`src/rtl/lfsr_pkg.sv`:
```
package lfsr_pkg;

    localparam int LFSR_W = 4;

    typedef logic [LFSR_W-1:0] lfsr_word_t;

    typedef enum logic [2:0] {
        STEP_HOLD   = 3'd0,
        STEP_SHIFT  = 3'd1,
        STEP_ESCAPE = 3'd2,
        STEP_LOAD   = 3'd3,
        STEP_SEED   = 3'd4
    } step_kind_e;

    localparam lfsr_word_t LFSR_SEED = 4'b1000;

endpackage

```
`src/rtl/lfsr_step.sv`:
```
module lfsr_step
    import lfsr_pkg::*;
#(
    parameter int         TAP_HI = 1,
    parameter int         TAP_LO = 0,
    parameter lfsr_word_t SEED   = LFSR_SEED
) (
    input  lfsr_word_t cur,
    input  logic       rst,
    input  logic       enable,
    input  logic       load_en,
    input  lfsr_word_t load_val,
    output step_kind_e kind,
    output lfsr_word_t nxt
);

    localparam int MSB = LFSR_W - 1;

    logic       is_zero;
    logic       fb_bit;
    lfsr_word_t shifted;

    assign is_zero = (cur == '0);
    assign fb_bit  = cur[TAP_HI] ^ cur[TAP_LO];
    assign shifted = {fb_bit, cur[MSB:1]};

    always_comb begin
        if (rst)
            kind = STEP_SEED;
        else if (load_en)
            kind = STEP_LOAD;
        else if (is_zero)
            kind = STEP_ESCAPE;
        else if (enable)
            kind = STEP_SHIFT;
        else
            kind = STEP_HOLD;
    end

    always_comb begin
        unique case (kind)
            STEP_SEED:   nxt = SEED;
            STEP_LOAD:   nxt = load_val;
            STEP_ESCAPE: nxt = SEED;
            STEP_SHIFT:  nxt = shifted;
            STEP_HOLD:   nxt = cur;
            default:     nxt = SEED;
        endcase
    end

endmodule

```
`src/rtl/lfsr_state_reg.sv`:
```
module lfsr_state_reg
    import lfsr_pkg::*;
(
    input  logic       clk,
    input  lfsr_word_t nxt,
    output lfsr_word_t cur
);

    always_ff @(posedge clk) begin
        cur <= nxt;
    end

endmodule

```
`src/rtl/lfsr_gen.sv`:
```
module lfsr_gen
    import lfsr_pkg::*;
(
    input  logic                clk,
    input  logic                rst,
    input  logic                enable,
    input  logic                load_en,
    input  logic [LFSR_W-1:0]   load_val,
    output logic [LFSR_W-1:0]   state,
    output logic                serial_out
);

    lfsr_word_t cur_q;
    lfsr_word_t nxt_d;
    step_kind_e kind_d;

    lfsr_step #(
        .TAP_HI (1),
        .TAP_LO (0),
        .SEED   (LFSR_SEED)
    ) u_step (
        .cur      (cur_q),
        .rst      (rst),
        .enable   (enable),
        .load_en  (load_en),
        .load_val (load_val),
        .kind     (kind_d),
        .nxt      (nxt_d)
    );

    lfsr_state_reg u_reg (
        .clk (clk),
        .nxt (nxt_d),
        .cur (cur_q)
    );

    always_comb begin
        state      = cur_q;
        serial_out = cur_q[0];
    end

endmodule

```
`config.mk`:
```
export PLATFORM = sky130hd
export DESIGN_NAME = lfsr_gen
export DESIGN_NICKNAME = d
export VERILOG_FILES = /design/src/rtl/lfsr_pkg.sv /design/src/rtl/lfsr_step.sv /design/src/rtl/lfsr_state_reg.sv /design/src/rtl/lfsr_gen.sv
export SDC_FILE = /design/constraint.sdc
export NUM_CORES = 1
export LEC_CHECK = 0
export BUFFER_PORTS_ARGS = -buffer_cell sky130_fd_sc_hd__buf_2
export CAP_MARGIN = 15
export CELL_PAD_IN_SITES_DETAIL_PLACEMENT = 1
export CELL_PAD_IN_SITES_GLOBAL_PLACEMENT = 1
export CORE_AREA = 2 2 39 41
export CTS_CLUSTER_SIZE = 12
export DETAILED_ROUTE_END_ITERATION = 16
export DIE_AREA = 0 0 41 43
export HOLD_SLACK_MARGIN = 0.06
export MAX_ROUTING_LAYER = met4
export PLACE_DENSITY = 0.54
export SYNTH_ARGS = -nofsm -noshare
export SYNTH_HDL_FRONTEND = slang
export SYNTH_HIERARCHICAL = 1
export SYNTH_SLANG_ARGS = --single-unit
```
`constraint.sdc`:
```
create_clock -name clk -period 1.9 [get_ports clk]
set_input_delay 0.285 -clock clk [delete_from_list [all_inputs] [get_ports clk]]
set_output_delay 0.285 -clock clk [all_outputs]
set_load 0.005 [all_outputs]
```
==> flow_summary.json <==
{
  "status": "complete, no violations",
  "die_h_um": 43,
  "core-area_sq_um": 1380,
  "finalCriticalPeriod_ns": 1.39,
  "fin_nets": 49,
  "p_per_area_nw_per_um2": 762,
  "ys.warnings.count": 6,
  "seq_area_sq_um": 80.1,
  "start_util_pct": 16.2,
  "gp_congestion": 0.649,
  "critPathKind": "flop to flop",
  "drv_cap": 0,
  "dp_cells": 51,
  "cts.clk_slew.worst_paths_ns": 0.04,
  "area_growth_pct": 42.5,
  "syn_inst": 24,
  "num_rows": 14,
  "tightest_slew_ns": 0.147,
  "fin_skew_ns": 0.00465,
  "drtIter0Drc": 3,
  "insertion_delay_ns": 0.23,
  "setup_viol": 0,
  "final_layout_size_suffix_gt1_share_pct": 47.4,
  "via_per_inst": 3.91,
  "cts-buffers-inserted": 3,
  "grt_antenna_before_repair": 0,
  "grt_pass1_wl_um": 917,
  "die_area_sq_um": 1760,
  "largest_register": "u_reg/cur",
  "wl_per_cell_um": 10.2,
  "grt_max_degree": 5,
  "largest_reg_flops": 4,
  "finalCritPeriodShare_pct": 73.0,
  "post_cts_resized": 0,
  "cts_setup_buffers": 0,
  "n_antenna_cell": 0,
  "power.leakage_nw": 0.153,
  "crit_arrival_ns": 1.50,
  "path_max_fanout": 4,
  "multi_input_area_sq_um": 125,
  "worstPathRequired_ns": 2.01,
  "cp-start-kind": "flop",
  "rsz0062_at_grt": "false",
  "grt_pass1_vias": 220,
  "cts_tree": "done",
  "timing.hold.ws_ns": 0.261,
  "syn_nets": 33,
  "finalHoldViolCount": 0,
  "place_ws_ns": 0.504,
  "cts_hold_buf": 0,
  "syn_area_sq_um": 224,
  "wirelength_um": 549,
  "hp-class": "input pin to flop",
  "syn_area_per_cell_sq_um": 9.33,
  "max-vdd-ir-drop_v": 0.000333,
  "clkSinkCount": 4,
  "io_pins": 13,
  "max_slew_margin_pct": 89.9,
  "htreeDepth": 1,
  "clock_path_buffers": 2,
  "drt_first_pass_iters": 2,
  "clockRootBuffer": "clkbuf_4",
  "worst_hold_path.num_cells": 3,
  "tns_ns": 0,
  "fmax_mhz": 721,
  "largestRegisters": "u_reg/cur x4",
  "overflow": 0,
  "setup_ws_ns": 0.514,
  "io_buffers": 12,
  "maxSlewViolCount": 0,
  "antenna_left": 0,
  "vias": 211,
  "worst_r2r_path_depth": 5,
  "stdcell_count": 54,
  "grtUsageTotal_pct": 9.04,
  "chipWidth_um": 41,
  "drc": 0,
  "fillers": 171,
  "critPathCaptureType": "flop"
}
cell type report:
class,count,area share (%)
clock buffers,3,7.06
inverters,3,3.53
multi-input cells,16,39.2
flip-flops and latches,4,25.1
well taps,16,6.27
repair buffers,12,18.8
cell usage in the layout, fill, tap and decap left out:
| cell type | count |
|---|---|
| or3_4 | 1 |
| nor2b_1 | 1 |
| o32a_1 | 1 |
| o21ai_1 | 2 |
| nor3b_2 | 1 |
| clkbuf_4 | 3 |
| mux2i_1 | 2 |
| buf_2 | 12 |
| ha_1 | 1 |
| dfxtp_1 | 4 |
| mux2_1 | 1 |
| nand2_1 | 4 |
| mux2_2 | 1 |
| inv_1 | 3 |
| a21oi_1 | 1 |
critical path: stages (launching register included):
cell and delay (ns):
dfxtp_1 0.36, inv_1 0.06, ha_1 0.18, nor3b_2 0.15
or3_4 0.34, o32a_1 0.18
report_power, final:
group | internal (W) | total (W) | switching, W
registers | 0.0000909 | 0.0000971 | 0.00000623
clock network | 0.0000705 | 0.000103 | 0.0000330
logic | 0.0000249 | 0.0000425 | 0.0000176
metrics by stage:
| stage | util (%) | power (W) | cell area, sq um |
|---|---|---|---|
| 2_1_floorplan | - | 0.000122 | 224 |
| 3_3_place_gp | 21.4 | 0.000142 | 297 |
| 3_5_place_dp | 21.4 | 0.000143 | 297 |
| 4_1_cts | 23.1 | 0.000253 | 319 |
| 5_1_grt | 23.1 | 0.000269 | 319 |
| 6_report | 23.1 | 0.000243 | 319 |
metal layers:
metal  global-route usage, %  routed length, um  vias up
met5                       -                  0        -
met4                    4.00                  0        0
met3                    9.42                 89        0
met2                    10.6                220       16
met1                    9.62                239       84
li1                        -                  -      111
final timing paths:
| kind | from | to | slack (ns) |
|---|---|---|---|
| max | u_reg/cur[0]$_DFF_P_ | u_reg/cur[3]$_DFF_P_ | 0.51 |
| min | load_val[1] | u_reg/cur[1]$_DFF_P_ | 0.26 |
| max reg2reg | u_reg/cur[0]$_DFF_P_ | u_reg/cur[3]$_DFF_P_ | 0.51 |
| min reg2reg | u_reg/cur[1]$_DFF_P_ | u_reg/cur[1]$_DFF_P_ | 0.58 |
Power figures use the tool's default switching activity.
